===== src/rtl/sdlc_stat_pkg.sv =====
package sdlc_stat_pkg;
  localparam int STAT_W = 8;
  localparam int SEL_W  = $clog2(STAT_W);

  // Bit positions: neighbours decode these
  localparam int B_PROT  = 0;
  localparam int B_MODE  = 1;
  localparam int B_OPOLL = 2;
  localparam int B_OVR   = 3;
  localparam int B_IRQ   = 4;
  localparam int B_RTS   = 5;
  localparam int B_RXE   = 6;
  localparam int B_TXF   = 7;

  // Engine permission masks, one bit per register bit
  localparam logic [STAT_W-1:0] ENG_SET_MASK  = 8'hFC;
  localparam logic [STAT_W-1:0] ENG_CLR_MASK  = 8'hEE;
  // Bits whose engine access depends on auto mode
  localparam logic [STAT_W-1:0] AUTO_GATE_MASK = 8'h20;
  // Bits where a CPU write beats the engine
  localparam logic [STAT_W-1:0] CPU_PRIO_MASK = 8'hEF;
  localparam logic [STAT_W-1:0] RESET_VAL     = 8'h40;

  typedef enum logic [1:0] {
    MODE_FLEX    = 2'b00,
    MODE_AUTO    = 2'b01,
    MODE_NONADDR = 2'b10,
    MODE_ADDR    = 2'b11
  } link_mode_e;
endpackage


===== src/rtl/stat_cpu_wr_decode.sv =====
module stat_cpu_wr_decode
  import sdlc_stat_pkg::*;
(
  input  logic              wr_byte,
  input  logic [STAT_W-1:0] wdata,
  input  logic              wr_bit,
  input  logic [SEL_W-1:0]  bit_sel,
  input  logic              bit_val,
  output logic [STAT_W-1:0] we,
  output logic [STAT_W-1:0] d
);
  always_comb begin
    we = wr_byte ? {STAT_W{1'b1}} : '0;
    d  = wr_byte ? wdata : '0;
    if (wr_bit) begin
      we[bit_sel] = 1'b1;
      d[bit_sel]  = bit_val;
    end
  end
endmodule


===== src/rtl/stat_bit_cell.sv =====
module stat_bit_cell #(
  parameter bit SET_OK   = 1'b1,
  parameter bit CLR_OK   = 1'b1,
  parameter bit CPU_PRIO = 1'b1,
  parameter bit GATED    = 1'b0,
  parameter bit RST_VAL  = 1'b0
) (
  input  logic clk,
  input  logic rst_n,
  input  logic cpu_we,
  input  logic cpu_d,
  input  logic eng_set,
  input  logic eng_clr,
  input  logic auto_mode,
  output logic q
);
  logic gate;
  logic eng_s;
  logic eng_c;

  assign gate  = GATED ? auto_mode : 1'b1;
  assign eng_s = eng_set & SET_OK & gate;
  assign eng_c = eng_clr & CLR_OK & gate;

  always_ff @(posedge clk or negedge rst_n) begin
    if (!rst_n) begin
      q <= RST_VAL;
    end else if (cpu_we) begin
      if (!CPU_PRIO && eng_s) q <= 1'b1;
      else                    q <= cpu_d;
    end else if (eng_s) begin
      q <= 1'b1;
    end else if (eng_c) begin
      q <= 1'b0;
    end
  end
endmodule


===== src/rtl/stat_out_decode.sv =====
module stat_out_decode
  import sdlc_stat_pkg::*;
(
  input  logic       prot_bit,
  input  logic       mode_bit,
  input  logic       irq_bit,
  input  logic       rts_bit,
  input  logic       addr_sel,
  input  logic       loop_mode,
  input  logic       rx_we_req,
  output link_mode_e mode,
  output logic       auto_mode,
  output logic       rxbuf_we,
  output logic       rnr_sel,
  output logic       irq,
  output logic       rts_n
);
  assign mode      = link_mode_e'({addr_sel, mode_bit});
  assign auto_mode = (mode == MODE_AUTO);
  assign rxbuf_we  = rx_we_req & ~prot_bit;
  assign rnr_sel   = auto_mode & prot_bit;
  assign irq       = irq_bit;
  assign rts_n     = loop_mode ? 1'b1 : ~rts_bit;
endmodule


===== src/rtl/sdlc_stat_cmd_reg.sv =====
module sdlc_stat_cmd_reg
  import sdlc_stat_pkg::*;
(
  input  logic              clk,
  input  logic              rst_n,
  input  logic              cpu_wr_byte_i,
  input  logic [STAT_W-1:0] cpu_wdata_i,
  input  logic              cpu_wr_bit_i,
  input  logic [SEL_W-1:0]  cpu_bit_sel_i,
  input  logic              cpu_bit_val_i,
  input  logic [STAT_W-1:0] eng_set_i,
  input  logic [STAT_W-1:0] eng_clr_i,
  input  logic              addr_mode_sel_i,
  input  logic              loop_mode_i,
  input  logic              eng_rxbuf_we_i,
  output logic [STAT_W-1:0] stat_o,
  output logic [1:0]        mode_o,
  output logic              rxbuf_we_o,
  output logic              rnr_sel_o,
  output logic              irq_o,
  output logic              rts_n_o
);
  logic [STAT_W-1:0] cpu_we;
  logic [STAT_W-1:0] cpu_d;
  logic [STAT_W-1:0] stat_q;
  logic              auto_mode;
  link_mode_e        mode;

  stat_cpu_wr_decode u_wr_dec (
    .wr_byte (cpu_wr_byte_i),
    .wdata   (cpu_wdata_i),
    .wr_bit  (cpu_wr_bit_i),
    .bit_sel (cpu_bit_sel_i),
    .bit_val (cpu_bit_val_i),
    .we      (cpu_we),
    .d       (cpu_d)
  );

  for (genvar i = 0; i < STAT_W; i++) begin : g_bit
    stat_bit_cell #(
      .SET_OK   (ENG_SET_MASK[i]),
      .CLR_OK   (ENG_CLR_MASK[i]),
      .CPU_PRIO (CPU_PRIO_MASK[i]),
      .GATED    (AUTO_GATE_MASK[i]),
      .RST_VAL  (RESET_VAL[i])
    ) u_cell (
      .clk       (clk),
      .rst_n     (rst_n),
      .cpu_we    (cpu_we[i]),
      .cpu_d     (cpu_d[i]),
      .eng_set   (eng_set_i[i]),
      .eng_clr   (eng_clr_i[i]),
      .auto_mode (auto_mode),
      .q         (stat_q[i])
    );
  end

  stat_out_decode u_out_dec (
    .prot_bit  (stat_q[B_PROT]),
    .mode_bit  (stat_q[B_MODE]),
    .irq_bit   (stat_q[B_IRQ]),
    .rts_bit   (stat_q[B_RTS]),
    .addr_sel  (addr_mode_sel_i),
    .loop_mode (loop_mode_i),
    .rx_we_req (eng_rxbuf_we_i),
    .mode      (mode),
    .auto_mode (auto_mode),
    .rxbuf_we  (rxbuf_we_o),
    .rnr_sel   (rnr_sel_o),
    .irq       (irq_o),
    .rts_n     (rts_n_o)
  );

  assign stat_o = stat_q;
  assign mode_o = mode;

  // protect bit moves only on a CPU write
  p_prot_cpu_only_r4: assert property (@(posedge clk) disable iff (!rst_n)
    !cpu_we[B_PROT] |=> stat_q[B_PROT] == $past(stat_q[B_PROT]));

  // engine can never raise the mode bit
  p_mode_no_eng_set_r4: assert property (@(posedge clk) disable iff (!rst_n)
    !cpu_we[B_MODE] |=> !(stat_q[B_MODE] && !$past(stat_q[B_MODE])));

  // RTS bit untouched by engine outside auto mode
  p_rts_auto_gate_r5: assert property (@(posedge clk) disable iff (!rst_n)
    (!cpu_we[B_RTS] && !auto_mode) |=> stat_q[B_RTS] == $past(stat_q[B_RTS]));

  // an engine interrupt set is never lost
  p_irq_not_lost_r6: assert property (@(posedge clk) disable iff (!rst_n)
    eng_set_i[B_IRQ] |=> irq_o);

  // plain byte write loads exactly
  p_byte_load_r2: assert property (@(posedge clk) disable iff (!rst_n)
    (cpu_wr_byte_i && !cpu_wr_bit_i && !eng_set_i[B_IRQ]) |=> stat_o == $past(cpu_wdata_i));

  // no receive-buffer write while protected
  p_rx_gate_r8: assert property (@(posedge clk) disable iff (!rst_n)
    rxbuf_we_o |-> (eng_rxbuf_we_i && !stat_o[B_PROT]));
endmodule


===== config.mk =====
export PLATFORM = sky130hd
export DESIGN_NAME = sdlc_stat_cmd_reg
export DESIGN_NICKNAME = d
export VERILOG_FILES = /design/src/rtl/sdlc_stat_pkg.sv /design/src/rtl/stat_cpu_wr_decode.sv /design/src/rtl/stat_bit_cell.sv /design/src/rtl/stat_out_decode.sv /design/src/rtl/sdlc_stat_cmd_reg.sv
export SDC_FILE = /design/constraint.sdc
export NUM_CORES = 1
export LEC_CHECK = 0
export ABC_CLOCK_PERIOD_IN_PS = 1200
export BUFFER_PORTS_ARGS = -buffer_cell sky130_fd_sc_hd__buf_4
export CORE_MARGIN = 2
export CORE_UTILIZATION = 39
export DETAILED_ROUTE_END_ITERATION = 7
export PLACE_DENSITY = 0.79
export SLEW_MARGIN = 25
export SYNTH_ARGS = -nofsm -noshare
export SYNTH_HDL_FRONTEND = slang
export SYNTH_HIERARCHICAL = 1
export SYNTH_SLANG_ARGS = --single-unit
export TNS_END_PERCENT = 1

===== constraint.sdc =====
create_clock -name clk -period 1.2 [get_ports clk]
set_input_delay 0.06 -clock clk [delete_from_list [all_inputs] [get_ports clk]]
set_output_delay 0.06 -clock clk [all_outputs]
set_load 0.005 [all_outputs]

Yosys cells after proc, flatten, opt, wreduce, memory -nomap -nowiden --
Cells that the tools add are included.
Cells by class: magnitude comparators 2, equality and inequality tests 1, mux-type cells 28, bitwise operators 7, reduce and logical (&&, ||, !) cells 8
Operator list (count):
- 2-to-1 mux 8 bit | 4
- 2-to-1 mux 1 bit | 22
- nonzero test 3 bit | 5
- bitwise mux 8 bit | 1
- OR 8 bit | 1
- bitwise AND 1 bit | 4
- less-than comparator 3 x 4 -> 1 bit (second input constant) | 1
- nonzero test 2 bit | 2
- demux 1 bit (select 3 bit) | 1
- >= comparator 3 x 1 -> 1 bit (second input constant) | 1
- == test 2 x 1 -> 1 bit (second input constant) | 1
- NOT 1 bit | 2
- logical AND 1 bit | 1
Storage, ports and cells: register bits 8, input port bits 35, output and inout bits 14, word-level logic and storage cells 54

Logic depth before layout (Yosys ltp) --
depth in word-level cells 8, depth in mapped cells 5, mapped depth without buffers 4

By module --
Netlist, hierarchy kept.
Modules (own cells, without submodules):
- stat_cpu_wr_decode | instances 1, cells each 34, area an instance 254.0 µm², sequential area each 0.0 µm²
- stat_bit_cell (g_bit[2].u_cell ...) | instances 3, cells each 5, area an instance 46.3 µm², sequential area each 25.0 µm²
- stat_bit_cell (g_bit[5].u_cell) | instances 1, cells each 5, area an instance 51.3 µm², sequential area each 25.0 µm²
- stat_out_decode | instances 1, cells each 7, area an instance 50.0 µm², sequential area each 0.0 µm²
- stat_bit_cell (g_bit[6].u_cell) | instances 1, cells each 5, area an instance 47.5 µm², sequential area each 26.3 µm²
- stat_bit_cell (g_bit[0].u_cell) | instances 1, cells each 2, area an instance 40.0 µm², sequential area each 25.0 µm²
- stat_bit_cell (g_bit[4].u_cell) | instances 1, cells each 3, area an instance 40.0 µm², sequential area each 25.0 µm²
- stat_bit_cell (g_bit[1].u_cell) | instances 1, cells each 3, area an instance 37.5 µm², sequential area each 25.0 µm²

Worst setup path after synthesis --
Ideal clock, no wire load.
kind input-to-reg, from input port cpu_bit_sel_i[0], to register g_bit[0].u_cell.q, library setup time 125 ps, arrival time 801 ps, data required time 1075 ps, setup slack 274 ps, stages 3, buffers on the path 0, cells stage by stage nor4b_2 or2_1 mux2_4
Between the ends: word-level cells in the longest chain between the ends 6, elaborated cells on any way between the ends 9, classes of those cells order compare (2); mux (5); bitwise (1); reduce/logical (1)
Ends and longest elaborated chain:
- start: declaration | line sdlc_stat_cmd_reg.sv:9 | input logic [SEL_W-1:0] cpu_bit_sel_i,
- less-than comparator 3 x 4 -> 1 bit (not written as such) or >= comparator 3 x 1 -> 1 bit (tied branches) | line stat_cpu_wr_decode.sv:16 | we[bit_sel] = 1'b1;
- logical AND 1 bit (not written as such) | line stat_cpu_wr_decode.sv:16
- 2-to-1 mux 1 bit (not written as such) | line stat_cpu_wr_decode.sv:16
- demux 1 bit (select 3 bit) (*)
- OR 8 bit (no source line) (*)
- 2-to-1 mux 8 bit (*) | line stat_cpu_wr_decode.sv:15 | if (wr_bit) begin
- via cpu_we[0] | line sdlc_stat_cmd_reg.sv:23 | logic [STAT_W-1:0] cpu_we;
- end signal: assignment | line stat_bit_cell.sv:30 | else q <= cpu_d;
- end: declaration | line stat_bit_cell.sv:15 | output logic q
Mark *: on every way through the listed nets, which the timed path passes. The rest lies on a longest branch. A chain may end at the register's enable or synchronous reset.

Worst setup path in the final report --
from register g_bit[1].u_cell.q, to output port rnr_sel_o
Between the ends: word-level cells in the longest chain between the ends 2
Ends and longest elaborated chain:
- start: declaration | line stat_bit_cell.sv:15
- start signal: assignment | line stat_bit_cell.sv:30
- == test 2 x 1 -> 1 bit | line stat_out_decode.sv:19 | assign auto_mode = (mode == MODE_AUTO);
- bitwise AND 1 bit | line stat_out_decode.sv:21 | assign rnr_sel = auto_mode & prot_bit;
- end: declaration | line sdlc_stat_cmd_reg.sv:19 | output logic rnr_sel_o,
Every way passes these cells.

==> impl_metrics.toml <==
[floorplan]
placeableCoreArea_um2 = 1540
die-width_um = 45.1
pin_count = 49
initial_utilization = 0.428
die_area_um2 = 2040
fp-row-count = 14
floorplan.die.height_um = 45.1

[drt]
routed_wire_length_per_instance_um = 11.4
detailroute.wirelength.met2_um = 710
avgViaCountPerCell = 4.89
detail_route.iter0.violations = 7
detail_route.first_pass.iterations = 3
amount_of_wire_on_met3_after_detailed_routing_um = 143
vias = 665
route.detailed.drc = 0
top_layer = "met3"
wl_um = 1550
routedLengthMet1_um = 694
drt.antenna.violating_nets = 0

[finish]
final_cell_area_um2 = 1030
finish.net_count = 156
multi_input_area_um2 = 427
largest_register_ff_count = 8
fillerInstances = 137
final-instance-count-excl-fill = 136
registers.top_by_ff_count = "g_bit.u_cell/q"
largestRegisters = "g_bit.u_cell/q x8"
synthesis_to_finish_area_growth_pct = 56.0
antenna_cells_inserted = 0
register_area_um2 = 201
ratio_of_cells_with_drive_above_1_in_the_final_layout = 0.417

[clock_network]
cts_max_level = 1
root_buffer = "clkbuf_4"
cts-root-to-sink-buffers = 2
post-cts-setup-buffer-count = 0
clock_sinks = 8
cts_tree = "yes"
clk_latency_ns = 0.25
cts.repair.resized = 0
clk_pin_slew_ns = 0.06
cts_made_buffers = 3

[synthesis]
sequential_element_share_of_the_synthesized_area = 0.306
synth-edff-count = 0
synth_top_area_frac = 0.266
ys_warn_count = 6
synth_simple_gate_area_share = 0.416
ys_top_cells_by_area = "dfrtp_1 (27%), mux2i_1 (12%), nand2b_1 (8.5%), nor2b_1 (7.6%), and4bb_1 (5.7%)"
yosys-mux-area-fraction = 0.144
synth_cells = 74
ys_ff_latch = 8
mean_area_per_synthesized_cell_um2 = 8.91
synth-adder-area-share = 0
syn-num-nets = 109
synthMostInstantiatedCell = "nand2b_1"
synth_commonest_cells = "nand2b_1 (9), mux2i_1 (8), nand2_1 (8), nor2b_1 (8), dfrtp_1 (7)"
synth-xor-area-share = 0
yosysTopAreaCell = "dfrtp_1"
synthFlopType = "dfrtp_1"
async_flop_share = 1.00
syn_area_um2 = 659
area_fraction_in_compound_gates_after_synthesis = 0.0873
largest_family_of_logic_cells_by_synthesized_area = "simple AND/OR/NAND/NOR gates"
synth_cell_types = 21

[power_and_ir_drop]
combPwrFrac = 0.334
power.density_cell_area_nw_per_um2 = 787
ir_drop_mv = 0.519
relative_contribution_of_sequential_cells_to_total_power = 0.391
p_leak_uw = 0.000534
clockPowerShare = 0.275
swShare = 0.260
intPower_uw = 599
p_switching_uw = 210

[worst_setup_path]
cp_top_family = "flip-flops"
critPathMaxStageDelay_ns = 0.42
timing.setup.critical_path_class = "reg2out"
worstPathBufferInverterCount = 1
r2r-end = "g_bit[5].u_cell/q"
data_arrival_critical_path_ns = 0.99
worst-path-max-fanout = 5
cp.required_ns = 1.14
regToRegSetupSlack_ns = 0.28
timing.critical_path.cells = "and3b_1 -> buf_4"
critical_path.slowest_cell = "dfrtp_1"
reg2reg_depth = 3
crit_path_start_kind = "register"
worstReg2RegStart = "g_bit[1].u_cell/q"
crit_path_end_kind = "output port"

[timing]
finClkSkew_ns = 0.0000302
fmaxAchievable_mhz = 956
drv_slew = 0
report.final.setup_viol = 0
fin_setup_tns_ns = 0
max_slew.worst_pin.slew_ns = 0.284
relSlewSlack = 0.810
rsz_0062_raised_after_global_routing = "no"
finalCritPeriodShare = 0.872
final_count_of_hold_timing_violations = 0
period_minus_slack_ns = 1.05

[worst_hold_path]
whs_path_depth = 3
min_delay_worst_endpoint = "g_bit[6].u_cell/q"
worst_hold_path_type = "in2reg"
worst_hold_startpoint = "eng_clr_i[6]"

[placement]
hpwlAfterDp_um = 1230
numPortBuffers = 44
placedCellCount = 130
place.gp.congestion = 0.688
detailed_place.area_um2 = 982

[grt]
overflow = 0
first_global_vias = 592
antenna_found_initial = 0
grt_start_max_net_pins = 17
grt_first_pass_wirelength_um = 2390
overall_track_demand_over_capacity_in_global_routing = 0.158

[outcome]
status = "finished clean"

[flow_run]
maxCapViolCount = 0
## stage by stage
| step | hold WS (ns) | setup slack (ns) | util | power (uW) |
|---|---|---|---|---|
| 2_1_floorplan | -0.236 | 0.274 | - | 433 |
| 3_3_place_gp | -0.114 | 0.106 | 0.637 | 582 |
| 3_5_place_dp | -0.113 | 0.0730 | 0.637 | 589 |
| 4_1_cts | 0.0380 | 0.145 | 0.667 | 821 |
| 5_1_grt | 0.0517 | 0.0902 | 0.667 | 873 |
| 6_report | 0.0477 | 0.154 | 0.667 | 809 |
## cell families after synthesis
logic type | count (synthesis)
compound gates | 9
buf+inv | 5
simple gates | 43
flops | 8
mux | 9
## power by group through the flow
| stage | Sequential, uW | Combinational (uW) | Clock, uW |
|---|---|---|---|
| final | 317 | 270 | 222 |
| after global routing | 320 | 298 | 255 |
| after CTS | 317 | 273 | 231 |
| after detailed placement | 322 | 267 | 0 |
| after global placement | 321 | 261 | 0 |
| after floorplan | 322 | 111 | 0 |
## how the worst max path moves through the flow
| stage | from | endpoint | slack (ns) | cells past startpoint |
|---|---|---|---|---|
| 4_1_cts | g_bit[1].u_cell/q | rnr_sel_o | 0.14 | 2 |
| 5_1_grt | g_bit[1].u_cell/q | rnr_sel_o | 0.09 | 2 |
| 3_5_place_dp | cpu_bit_sel_i[0] | g_bit[0].u_cell/q | 0.07 | 4 |
| 2_1_floorplan | cpu_bit_sel_i[0] | g_bit[0].u_cell/q | 0.27 | 3 |
| 6_report | g_bit[1].u_cell/q | rnr_sel_o | 0.15 | 2 |
| 3_3_place_gp | cpu_bit_sel_i[0] | g_bit[0].u_cell/q | 0.11 | 4 |
## metal layers
metal,vias up,track usage
met5,-,0
met1,290,0.215
met4,0,0.0529
li1,350,-
met2,25,0.243
met3,0,0.0400
## cells in the final DEF (no fill, tap or decap), drive strengths merged
cell and count:
nor2b 8, a21bo 1, clkbuf 4, nand4b 3, buf 44, a22o 1
a21oi 6, dfstp 1, dfrtp 7, nand2 8, nor4b 1, nand4 1
mux2i 8, nand2b 9, inv 1, dlygate4sd3 2, and3b 1, and4bb 3
mux2 1, or2 4, nor2 5, a211o 1
## repair_timing
| action | 4_1_cts | 5_1_grt |
|---|---|---|
| hold endpoints to repair | 9 | 0 |
| hold buffers | 2 | 0 |
| setup endpoints to repair | 0 | 0 |
## worst min-delay path: cells and delay by family
kind                   cells  cell delay, ns
and+or+nand+nor            1            0.10
buffers and inverters      1            0.07
AOI/OAI and AO/OA          1            0.06
## cell type report
cell class              instances  area share
repair buffers                 46       0.341
inverters                       1     0.00365
multi-input cells              61       0.415
well taps                      16      0.0195
clock buffers                   4      0.0255
flip-flops and latches          8       0.196
Power figures use the tool's default switching activity.
